$ cat config.mk
export PLATFORM = sky130hd
export DESIGN_NAME = addr_xlate
export DESIGN_NICKNAME = d
export VERILOG_FILES = /design/src/rtl/xlt_pkg.sv /design/src/rtl/xlt_segchk.sv /design/src/rtl/xlt_tlb.sv /design/src/rtl/addr_xlate.sv
export SDC_FILE = /design/constraint.sdc
export NUM_CORES = 1
export LEC_CHECK = 0
export ABC_AREA = 1
export BUFFER_PORTS_ARGS = -buffer_cell sky130_fd_sc_hd__buf_4
export CAP_MARGIN = 20
export CORE_MARGIN = 10
export CORE_UTILIZATION = 50
export CTS_BUF_LIST = sky130_fd_sc_hd__clkbuf_16
export DETAILED_ROUTE_END_ITERATION = 6
export PLACE_DENSITY = 0.69
export SYNTH_ARGS = -nofsm -noshare
export SYNTH_HDL_FRONTEND = slang
export SYNTH_SLANG_ARGS = --single-unit
$ cat constraint.sdc
create_clock -name clk -period 8 [get_ports clk]
set_input_delay 2 -clock clk [delete_from_list [all_inputs] [get_ports clk]]
set_output_delay 2 -clock clk [all_outputs]
set_load 0.005 [all_outputs]
$ cat src/rtl/xlt_pkg.sv
`timescale 1ns/1ps
package xlt_pkg;

  typedef enum logic [1:0] {
    FLT_NONE = 2'b00,
    FLT_GP   = 2'b01,
    FLT_MISS = 2'b10
  } flt_e;

  // Offset mask for a page-size code; callers slice to their width.
  function automatic logic [63:0] page_mask(input logic [1:0] sz);
    case (sz)
      2'd1:    page_mask = 64'h0000_0000_001F_FFFF;
      2'd2:    page_mask = 64'h0000_0000_003F_FFFF;
      default: page_mask = 64'h0000_0000_0000_0FFF;
    endcase
  endfunction

endpackage

$ cat src/rtl/xlt_segchk.sv
`timescale 1ns/1ps
module xlt_segchk #(
  parameter int ADDR_W = 32
) (
  input  logic [ADDR_W-1:0] offset,
  input  logic              is_write,
  input  logic              long64,
  input  logic [ADDR_W-1:0] base,
  input  logic [ADDR_W-1:0] limit,
  input  logic              writable,
  input  logic              expdown,
  output logic [ADDR_W-1:0] linear,
  output logic              gp
);

  logic wr_bad;
  logic lim_bad;

  assign linear = offset + base;

  always_comb begin
    wr_bad  = is_write && !writable;
    if (expdown) lim_bad = (offset <= limit);
    else         lim_bad = (offset > limit);
    gp = !long64 && (wr_bad || lim_bad);
  end

endmodule

$ cat src/rtl/xlt_tlb.sv
`timescale 1ns/1ps
module xlt_tlb
  import xlt_pkg::*;
#(
  parameter int ADDR_W  = 32,
  parameter int ENTRIES = 8
) (
  input  logic              clk,
  input  logic              rst,
  input  logic [ADDR_W-1:0] lk_addr,
  output logic              lk_hit,
  output logic [ADDR_W-1:0] lk_pa,
  input  logic              ins_valid,
  input  logic [ADDR_W-1:0] ins_va,
  input  logic [ADDR_W-1:0] ins_pa,
  input  logic [1:0]        ins_size,
  input  logic              flush
);

  localparam int IDX_W = (ENTRIES > 1) ? $clog2(ENTRIES) : 1;
  localparam logic [IDX_W-1:0] LAST_IDX = IDX_W'(ENTRIES - 1);

  logic [ENTRIES-1:0] vld;
  logic [ADDR_W-1:0]  tag_mem  [ENTRIES];
  logic [ADDR_W-1:0]  base_mem [ENTRIES];
  logic [1:0]         size_mem [ENTRIES];
  logic [ADDR_W-1:0]  emask    [ENTRIES];
  logic [ENTRIES-1:0] match;

  logic [IDX_W-1:0]   victim_q;
  logic [IDX_W-1:0]   free_idx;
  logic [IDX_W-1:0]   hit_idx;
  logic [IDX_W-1:0]   tgt;
  logic               full;
  logic               do_ins;
  logic [63:0]        ins_m64;
  logic [ADDR_W-1:0]  ins_mask;

  // Per-entry compare against the size-masked linear address.
  for (genvar g = 0; g < ENTRIES; g++) begin : g_cmp
    logic [63:0] m64;
    assign m64      = page_mask(size_mem[g]);
    assign emask[g] = m64[ADDR_W-1:0];
    assign match[g] = vld[g] && ((lk_addr & ~emask[g]) == tag_mem[g]);
  end

  // Lowest matching index wins.
  always_comb begin
    lk_hit  = 1'b0;
    hit_idx = '0;
    for (int i = ENTRIES - 1; i >= 0; i--) begin
      if (match[i]) begin
        lk_hit  = 1'b1;
        hit_idx = IDX_W'(i);
      end
    end
    lk_pa = base_mem[hit_idx] | (lk_addr & emask[hit_idx]);
  end

  // Free-list order: ascending index.
  always_comb begin
    free_idx = '0;
    for (int i = ENTRIES - 1; i >= 0; i--) begin
      if (!vld[i]) free_idx = IDX_W'(i);
    end
  end

  assign full     = &vld;
  assign tgt      = full ? victim_q : free_idx;
  assign do_ins   = ins_valid && !flush;
  assign ins_m64  = page_mask(ins_size);
  assign ins_mask = ins_m64[ADDR_W-1:0];

  always_ff @(posedge clk) begin
    if (rst || flush) begin
      vld      <= '0;
      victim_q <= '0;
    end else if (do_ins) begin
      vld[tgt] <= 1'b1;
      if (full) victim_q <= (victim_q == LAST_IDX) ? '0 : victim_q + 1'b1;
    end
  end

  // Payload arrays carry no reset.
  always_ff @(posedge clk) begin
    if (do_ins) begin
      tag_mem[tgt]  <= ins_va & ~ins_mask;
      base_mem[tgt] <= ins_pa & ~ins_mask;
      size_mem[tgt] <= ins_size;
    end
  end

endmodule

$ cat src/rtl/addr_xlate.sv
`timescale 1ns/1ps
module addr_xlate
  import xlt_pkg::*;
#(
  parameter int ADDR_W  = 32,
  parameter int ENTRIES = 8
) (
  input  logic              clk,
  input  logic              rst,
  input  logic              req_valid,
  input  logic [ADDR_W-1:0] req_va,
  input  logic              req_write,
  input  logic              pe,
  input  logic              pg,
  input  logic              lma,
  input  logic              cs_long,
  input  logic [ADDR_W-1:0] seg_base,
  input  logic [ADDR_W-1:0] seg_limit,
  input  logic              seg_writable,
  input  logic              seg_expdown,
  input  logic              ins_valid,
  input  logic [ADDR_W-1:0] ins_va,
  input  logic [ADDR_W-1:0] ins_pa,
  input  logic [1:0]        ins_size,
  input  logic              flush,
  output logic              rsp_valid,
  output logic [ADDR_W-1:0] rsp_pa,
  output logic [1:0]        rsp_fault
);

  logic              long64;
  logic [ADDR_W-1:0] linear;
  logic              gp;
  logic              hit;
  logic [ADDR_W-1:0] hit_pa;
  flt_e              nxt_flt;
  flt_e              flt_q;
  logic [ADDR_W-1:0] nxt_pa;

  assign long64 = lma && cs_long;

  xlt_segchk #(.ADDR_W(ADDR_W)) u_seg (
    .offset   (req_va),
    .is_write (req_write),
    .long64   (long64),
    .base     (seg_base),
    .limit    (seg_limit),
    .writable (seg_writable),
    .expdown  (seg_expdown),
    .linear   (linear),
    .gp       (gp)
  );

  xlt_tlb #(.ADDR_W(ADDR_W), .ENTRIES(ENTRIES)) u_tlb (
    .clk       (clk),
    .rst       (rst),
    .lk_addr   (linear),
    .lk_hit    (hit),
    .lk_pa     (hit_pa),
    .ins_valid (ins_valid),
    .ins_va    (ins_va),
    .ins_pa    (ins_pa),
    .ins_size  (ins_size),
    .flush     (flush)
  );

  always_comb begin
    nxt_flt = FLT_NONE;
    nxt_pa  = '0;
    if (!pe) begin
      nxt_pa = req_va;
    end else if (gp) begin
      nxt_flt = FLT_GP;
    end else if (!pg) begin
      nxt_pa = linear;
    end else if (hit) begin
      nxt_pa = hit_pa;
    end else begin
      nxt_flt = FLT_MISS;
      nxt_pa  = linear;
    end
    if (!req_valid) begin
      nxt_flt = FLT_NONE;
      nxt_pa  = '0;
    end
  end

  always_ff @(posedge clk) begin
    if (rst) begin
      rsp_valid <= 1'b0;
      rsp_pa    <= '0;
      flt_q     <= FLT_NONE;
    end else begin
      rsp_valid <= req_valid;
      rsp_pa    <= nxt_pa;
      flt_q     <= nxt_flt;
    end
  end

  assign rsp_fault = flt_q;

endmodule

* Word level (Yosys, flattened, before mapping) *
Memory sizes are Yosys's and may differ from the RTL's.
Index checks and enable logic that the tools add are counted.

cells by class
  add/subtract/negate cells = 2
  muxes and demuxes = 50
  bitwise operators = 26
  reductions and logical operators = 23
  order comparisons = 5
  equal/unequal tests = 27

operators with widths
  cell                                                                   number
  22-bit one-hot mux with 2 select lines                                 9
  32-bit bitwise AND                                                     11
  22-bit inverter with 32-bit output                                     9
  32-bit equality test                                                   8
  32-bit two-way mux                                                     6
  32-bit binary-select mux with 3-bit select                             1
  3-bit two-way mux                                                      18
  32-bit adder                                                           1
  32-bit > comparator                                                    1
  32-bit less-or-equal comparator                                        1
  32-bit OR                                                              1
  2-bit by 1-bit equality test with 1-bit output, second input constant  9
  2-bit equality test, second input constant                             9
  1-bit two-way mux                                                      14
  1-bit logical AND                                                      13
  9-bit AND reduction                                                    1
  8-bit OR                                                               1
  8-bit AND reduction                                                    1
  5-bit OR reduction                                                     1
  4-bit greater-or-equal comparator, second input constant               1
  3-bit by 4-bit < comparator with 1-bit output, second input constant   1
  3-bit inverter with 4-bit output                                       1
  3-bit by 1-bit adder with 3-bit output, second input constant          1
  1-bit demux with 3-bit select                                          1
  other kinds (8)                                                        13

word-level totals
  logic and storage cells = 142
  memories = 3
  output and inout port bits = 35
  register bits after elaboration = 46
  RAM bits = 528
  input bits = 174

memory list
  name            depth  bits a word  rd ports  clocked after Yosys merged registers in  wr ports  RTL line       RTL
  u_tlb.base_mem  8      32           1         0                                        1         xlt_tlb.sv:25  logic [ADDR_W-1:0] base_mem [ENTRIES];
  u_tlb.tag_mem   8      32           8         0                                        1         xlt_tlb.sv:24  logic [ADDR_W-1:0] tag_mem [ENTRIES];
  u_tlb.size_mem  8      2            8         0                                        1         xlt_tlb.sv:26  logic [1:0] size_mem [ENTRIES];

* Longest topological paths before layout *
Gate-level depths: netlist of run 1.
An unclocked memory read counts as a cell.

  word-level depth = 25
  gate-level depth with buffers = 37
  depth with buffers taken out = 34

* Modules after synthesis *
Synthesis of run 1 repeated with hierarchy kept, for this count alone.

unflattened totals
  cell total of the unflattened synthesis = 2794
  area total of the unflattened synthesis = 23042.1 µm²

by module, submodules not included
  module      seq. area each (µm²)  area an instance (µm²)  times used  cells an instance
  xlt_tlb     10309.9               18393.9                 1           2047
  xlt_segchk  0.0                   2696.3                  1           454
  addr_xlate  700.7                 1951.9                  1           293

* Worst setup path before layout of run 1 *
OpenSTA, ideal clock, no wires.

  kind = input-to-reg
  start = input port req_va[0]
  end = register rsp_pa[22]
  path slack = 2804 ps
  required time = 7868 ps
  setup time = 132 ps
  buffers on the path = 2
  arrival time = 5064 ps
  stages on the path = 24
  path through = ha_1 fa_1 nand2_1 nand2_1 nand3_1 nand2_2 nand2_1 nand3_1 nand2_1 buf_2 nand2_1 xor2_1 nand4_1 nor3_1 nand4_4 nand2_4 nor2_4 nand2_1 nand2_1 inv_2 clkbuf_1 nand3_1 nand2_1 a21oi_1

between the ends
  longest elaborated chain between the ends = 22
  elaborated cells between the ends (all ways) = 57
  those cells by class = add/sub (1); order compare (2); eq/ne (8); mux (24); bitwise (11); reduce/logical (10); memory (1)

ends and longest elaborated chain
  what                                                    RTL line          RTL
  from (decl)                                             addr_xlate.sv:11  input logic [ADDR_W-1:0] req_va,
  32-bit adder                                            xlt_segchk.sv:19  assign linear = offset + base;
  32-bit bitwise AND                                      xlt_tlb.sv:44     assign match[g] = vld[g] && ((lk_addr & ~emask[g]) == tag_mem[g]);
  32-bit equality test                                    xlt_tlb.sv:44
  1-bit logical AND                                       xlt_tlb.sv:44
  3-bit two-way mux (8 in series)                         xlt_tlb.sv:52     if (match[i]) begin
  3-bit inverter with 4-bit output (implied by the code)  xlt_tlb.sv:57     lk_pa = base_mem[hit_idx] | (lk_addr & emask[hit_idx]);
  32-bit binary-select mux with 3-bit select              xlt_tlb.sv:57
  32-bit two-way mux (implied by the code) (2 in series)  xlt_tlb.sv:57
  32-bit bitwise AND                                      xlt_tlb.sv:57
  32-bit OR                                               xlt_tlb.sv:57
  32-bit two-way mux                                      addr_xlate.sv:76  end else if (hit) begin
  32-bit two-way mux                                      addr_xlate.sv:74  end else if (!pg) begin
  32-bit two-way mux *                                    addr_xlate.sv:72  end else if (gp) begin
  32-bit two-way mux *                                    addr_xlate.sv:70  if (!pe) begin
  to (signal assigned)                                    addr_xlate.sv:95  rsp_pa <= nxt_pa;
  to (decl)                                               addr_xlate.sv:27  output logic [ADDR_W-1:0] rsp_pa,

Every way passes the cells marked *; elsewhere a longest branch is shown, timed or not. The select of a mux whose other input is x is not followed.
A chain may end at the register's enable or synchronous reset.

* Worst setup path after layout of run 1 *
  start = input port req_va[0]
  end = register rsp_pa[16]

The elaborated chain is that of the path after synthesis.

==> metrics, run 1 <==
outcome finished clean; TritonCTS Buffers 42; post-cts resize count 0; final setup fails 0; Post-Route WL between 70000 and 80000 um; mux cell area share after synthesis 0; Max Freq 150 MHz; register area share after synthesis 0.504; Worst Setup Start Kind primary input; Final min period 6.65 ns; routability congestion estimate 1.01; Post-Synth Simple-Gate Area 0.304; CP bufs+invs 2; Starting Density 0.506; IO buf count between 150 and 200; most common cell after layout, fill and taps aside nand2_1; Clock Sinks 382; HPWL after DPL about 54000 um; WL/cell 20.5 um; post-route cell area 25400 um2; vias in the first global route 18200; diode count 0; TritonRoute pass-1 iters 5; Max-cap violations 0; hold buffers post-CTS 0; skew final 0.0317 ns; CP Capture Type register; period utilization 0.831; first-pass GRT wire length 106000 um; GR Overflow Total 0; type of the worst setup path primary input to register; die area 52500 um2; post-route DRC violation count 0; overall routing resource usage 0.263; LEAKAGE 11.5 nW; crit-path max cell delay 0.60 ns; Avg Vias per Cell 5.46; clk slew on worst S/H paths 0.06 ns; Placed Area 23900 um2; number of synthesized flops with an enable pin 336; Slew @ Worst Pin 0.875 ns; Worst slew margin 0.416; commonest cells after routing, fill and taps aside 860 x nand2_1, 349 x inv_1, 336 x edfxtp_1; die span in y 229 um; Adder-Cell Fraction of Synth Area 0.0433; Mapped Cells 2644; Slowest cell on crit path nor4b_1; Worst EP arrival a little over 7 ns; IO Count 209; Setup Buffers After CTS 0; worst endpoint required time 8.50 ns; deepest clock path buffer count 3; Clk Latency, worst-skew pair 0.60 ns; largest net degree at the start of global routing 56; largest family of logic cells by synthesized area simple AND/OR/NAND/NOR gates; complex-gate fraction of the synthesized area 0.0505; share of post-route cells with drive strength above 1 0.124; ANT nets after route 0; RSZ-0062 raised after global routing no; H-tree levels 2; ys async rst share 0; CORE AREA 43200 um2; critical-path cell list buf_4, ha_1, fa_1, nand3_1, nand3_1, nand3_1, nand3_1, nand2_1, nand2_1, nand2_1, xor2_1, nand3_1, nor4b_1, nand4_1, buf_4, nand2_1, nor2_1, a21boi_0, nand3_1, nand2_1, nand2_1, a21oi_1; via count 18900; Main synth FF type edfxtp_1; fin. max-slew vios 0; PwrDens 200 nW/um2; Synth Area in XOR/XNOR 0.0224; Crit path max-delay family simple AND/OR/NAND/NOR gates; DR iter-0 viols between 1500 and 2000; # rows 76; HP Class register to register; CTS tree yes; #FFs+latches synth 382; Syn Area/Cell approximately 8.3 um2; die width 229 um; area grow syn2layout 16.0%; fin nets 3088; critical-path maximum fanout 12; post-synth cell types 57; Post-Syn Area ~22000 um2; clk root buf clkbuf_16; initial antenna violation count 1; Final Hold Fails 0; Fin Setup TNS 0 ns; Yosys warning total 0; Mapped Nets 2893; Worst VDD drop 182 uV
## power by group
part / switching, mW / internal (mW) / leakage [nW] / total, mW
registers: 0.00727 / 2.20 / 3.43 / 2.20
logic: 0.568 / 0.253 / 7.37 / 0.821
clock network: 0.833 / 1.23 / 0.733 / 2.06
total: 1.41 / 3.67 / 11.5 / 5.08
## worst register-to-register path: stages, from the launching register on
cell      delay, ns
edfxtp_1       0.37
ha_1           0.53
inv_1          0.27
o21ai_0        0.30
nand3_1        0.11
nor2_1         0.10
nand4_1        0.11
nor4_2         0.34
nand3b_2       0.26
nand2_4        0.21
nand2_8        0.25
inv_6          0.47
nand2_1        0.10
nand3_1        0.09
nand2_1        0.06
nand2_1        0.06
nand3_1        0.17
nand2_1        0.14
nand2_1        0.11
a21oi_1        0.17
## sequential cells by signal (all words and copies together), names as in the netlist
signal	flops
rsp_valid	1
u_tlb.victim_q	3
u_tlb.size_mem	16
rsp_fault	2
u_tlb.base_mem	160
u_tlb.tag_mem	160
rsp_pa	32
u_tlb.vld	8
## per-stage QoR
step | hold WS [ns] | total power [mW] | utilization | std cells | setup WS, ns
global placement | 0.470 | 3.04 | 0.553 | 3380 | 0.886
global route | 0.536 | 5.28 | 0.587 | 3457 | 1.09
CTS | 0.506 | 5.10 | 0.587 | 3457 | 1.45
finish | 0.504 | 5.08 | 0.587 | 3457 | 1.35
floorplan | 0.450 | 2.72 | - | 2644 | 2.80
detailed placement | 0.494 | 3.05 | 0.553 | 3380 | 0.858
## cell usage after synthesis (7+ instances only)
master | instances | area, um2
a21oi_1 | 86 | 430
buf_2 | 15 | 75.1
buf_4 | 9 | 67.6
buf_6 | 7 | 78.8
clkbuf_1 | 24 | 90.1
dfxtp_1 | 46 | 921
edfxtp_1 | 336 | 10100
ha_1 | 74 | 926
inv_1 | 342 | 1280
nand2_1 | 860 | 3230
nand2_2 | 26 | 163
nand3_1 | 223 | 1120
nand3b_1 | 42 | 315
nand4_1 | 60 | 375
nor2_1 | 234 | 878
nor3_1 | 19 | 95.1
o211ai_2 | 8 | 100
o21ai_0 | 56 | 280
o21ai_1 | 28 | 140
or2_1 | 7 | 43.8
or2_2 | 10 | 62.6
xnor2_1 | 10 | 87.6
xor2_1 | 46 | 403
## path summary, 6_finish.rpt
| check | start | end | slack, ns | depth (start not counted) |
|---|---|---|---|---|
| worst max-delay path | req_va[0] | rsp_pa[16]$_SDFF_PP0_ | 1.35 | 22 |
| worst min-delay path | u_tlb.victim_q[2]$_SDFFE_PP0P_ | u_tlb.victim_q[2]$_SDFFE_PP0P_ | 0.50 | 2 |
| worst max register to register | u_tlb.size_mem[1][1]$_DFFE_PP_ | rsp_pa[16]$_SDFF_PP0_ | 3.70 | 19 |
| worst min register to register | u_tlb.victim_q[2]$_SDFFE_PP0P_ | u_tlb.victim_q[2]$_SDFFE_PP0P_ | 0.50 | 2 |
## layout make-up
class / count / area (um2)
flip-flops and latches: 382 / 11000
repair buffers: 210 / 1580
well taps: 585 / 732
fillers: 3872 / 17800
clock buffers: 42 / 1050
clock inverters: 35 / 420
multi-input cells: 1853 / 9250
inverters: 350 / 1320
## metal layers
| layer | up-vias | part of all wire | global-route usage |
|---|---|---|---|
| met3 | 133 | 0.073 | 0.0417 |
| li1 | 9088 | - | - |
| met4 | 0 | 0.037 | 0.101 |
| met2 | 826 | 0.48 | 0.448 |
| met5 | - | 0 | 0 |
| met1 | 8844 | 0.41 | 0.330 |
## cell families (layout without fill, tap and decap cells)
group                    count (synthesis)  in the layout
AO/OA/AOI/OAI                          197            197
XOR/XNOR                                56             56
adder cells (fa/ha/maj)                 75             75
buffers and inverters                  409            637
flip-flops                             382            382
AND/OR/NAND/NOR                       1525           1525
Note: power is estimated with default switching activity, not from simulation.
==> run 2, diff against run 1 <==
Settings changed: PLACE_DENSITY 0.69 to 0.72.
Clock period 8 ns to 6.1 ns, I/O delays scaled along.
==> metrics, run 2 (same netlist as run 1, synthesis figures left out) <==
GR Overflow Total 0; Worst slew margin 0.474; Setup Buffers After CTS 0; WL/cell approximately 20 um; overall routing resource usage 0.263; clock network fraction of total power 0.376; outcome finished clean; clk slew on worst S/H paths roughly 0.060 ns; HP Class register to register; CP bufs+invs 4; Slew @ Worst Pin 0.789 ns; IO Count ~210; Sw Ratio 0.279; post-route DRC violation count 0; final setup fails 0; share of post-route cells with drive strength above 1 0.144; combinational power share 0.176; LEAKAGE 11.9 nW; crit-path max cell delay around 0.50 ns; Setup crit start req_va[12]; hold buffers post-CTS 0; first-pass GRT wire length between 100000 and 150000 um; ANT nets after route 0; Max-cap violations 0; period utilization 0.905; Crit path max-delay family simple AND/OR/NAND/NOR gates; PwrDens 249 nW/um2; Max Freq 181 MHz; initial antenna violation count 0; type of the worst setup path primary input to register; fin. max-slew vios 0; Worst Setup Start Kind primary input; hold path start u_tlb.victim_q[1]$_SDFFE_PP0P_; Switch Pwr between 1.5 and 2 mW; top flop regs u_tlb.base_mem: 160 flops, u_tlb.tag_mem: 160 flops, rsp_pa: 32 flops; area grow syn2layout 18.4%; Critical R2R Launch u_tlb.size_mem[5][1]$_DFFE_PP_; critical-path maximum fanout 13; Final min period 5.52 ns; post-cts resize count 0; CTS tree yes; clk root buf clkbuf_16; RSZ-0062 raised after global routing no; Fin Setup TNS 0 ns; TritonCTS Buffers 42; fin nets around 3200; cell internal pwr 4.65 mW; Avg Vias per Cell 5.44; via count 19200; routability congestion estimate 0.970; diode count 0; die area 52500 um2; worst endpoint required time 6.51 ns; # rows 76; vias in the first global route 18200; fin util 0.599; Clk Latency, worst-skew pair 0.57 ns; Post-Route WL 71400 um; HPWL after DPL 54500 um; CORE AREA 43200 um2; Slowest cell on crit path nor4b_1; TritonRoute pass-1 iters 7; CP Capture Type register; DR iter-0 viols 1728; deepest clock path buffer count 3; largest net degree at the start of global routing between 40 and 50; Flop pwr share 0.448; die width 229 um; skew final 0.0228 ns; Final Hold Fails 0; die span in y 229 um; H-tree levels 2; Clock Sinks 382; most common cell after layout, fill and taps aside nand2_1; Worst EP arrival 5.93 ns; IO buf count between 150 and 200; Starting Density 0.506; CP dominant cell by count nand2_1; Worst VDD drop between 200 and 250 uV; commonest cells after routing, fill and taps aside 860 x nand2_1, 356 x inv_1, 336 x edfxtp_1
run 2: path summary, 6_finish.rpt:
kind | slack, ns | cells after the start | endpoint
setup reg to reg | 2.20 | 22 | rsp_pa[12]$_SDFF_PP0_
hold reg to reg | 0.49 | 2 | u_tlb.victim_q[1]$_SDFFE_PP0P_
hold / removal | 0.49 | 2 | u_tlb.victim_q[1]$_SDFFE_PP0P_
setup / recovery | 0.58 | 27 | rsp_pa[15]$_SDFF_PP0_
run 2: tightest hold or removal path, delay by kind of cell, from the launching register on:
| kind | cells | cell delay (ns) |
|---|---|---|
| AO/OA/AOI/OAI | 1 | 0.07 |
| buffers and inverters | 1 | 0.06 |
| flip-flops | 1 | 0.31 |
run 2: cell type report:
| type | instances | area (um2) |
|---|---|---|
| sequential | 382 | 11000 |
| timing repair buffer | 287 | 2280 |
| tap | 585 | 732 |
| inverter | 350 | 1320 |
| clock inverter | 31 | 213 |
| multi-input combinational | 1853 | 9250 |
| fill | 3891 | 17300 |
| clock buffer | 43 | 1080 |
run 2: layer usage:
| metal | global-route usage | up-vias | part of all wire |
|---|---|---|---|
| met5 | 0 | - | 0 |
| met4 | 0.130 | 0 | 0.050 |
| met2 | 0.431 | 849 | 0.46 |
| li1 | - | 9215 | - |
| met3 | 0.0430 | 165 | 0.080 |
| met1 | 0.332 | 8974 | 0.41 |
run 2: through the flow:
| stage | total power [mW] | setup WS [ns] | hold WS, ns | cells | instance area [um2] |
|---|---|---|---|---|---|
| 3_5_place_dp | 4.06 | 0.131 | 0.484 | 3457 | 24600 |
| 6_report | 6.45 | 0.578 | 0.495 | 3531 | 25900 |
| 2_1_floorplan | 3.57 | 1.38 | 0.450 | 2644 | 21900 |
| 3_3_place_gp | 4.04 | 0.172 | 0.471 | 3457 | 24600 |
| 4_1_cts | 6.45 | 0.677 | 0.497 | 3531 | 25900 |
| 5_1_grt | 6.68 | 0.292 | 0.520 | 3531 | 25900 |
run 2: power by group through the flow:
stage | combinational [mW] | clock [mW] | sequential, mW
2_1_floorplan | 0.625 | 0 | 2.94
3_3_place_gp | 1.10 | 0 | 2.94
3_5_place_dp | 1.11 | 0 | 2.94
4_1_cts | 1.12 | 2.45 | 2.89
5_1_grt | 1.24 | 2.55 | 2.89
6_report | 1.13 | 2.42 | 2.89
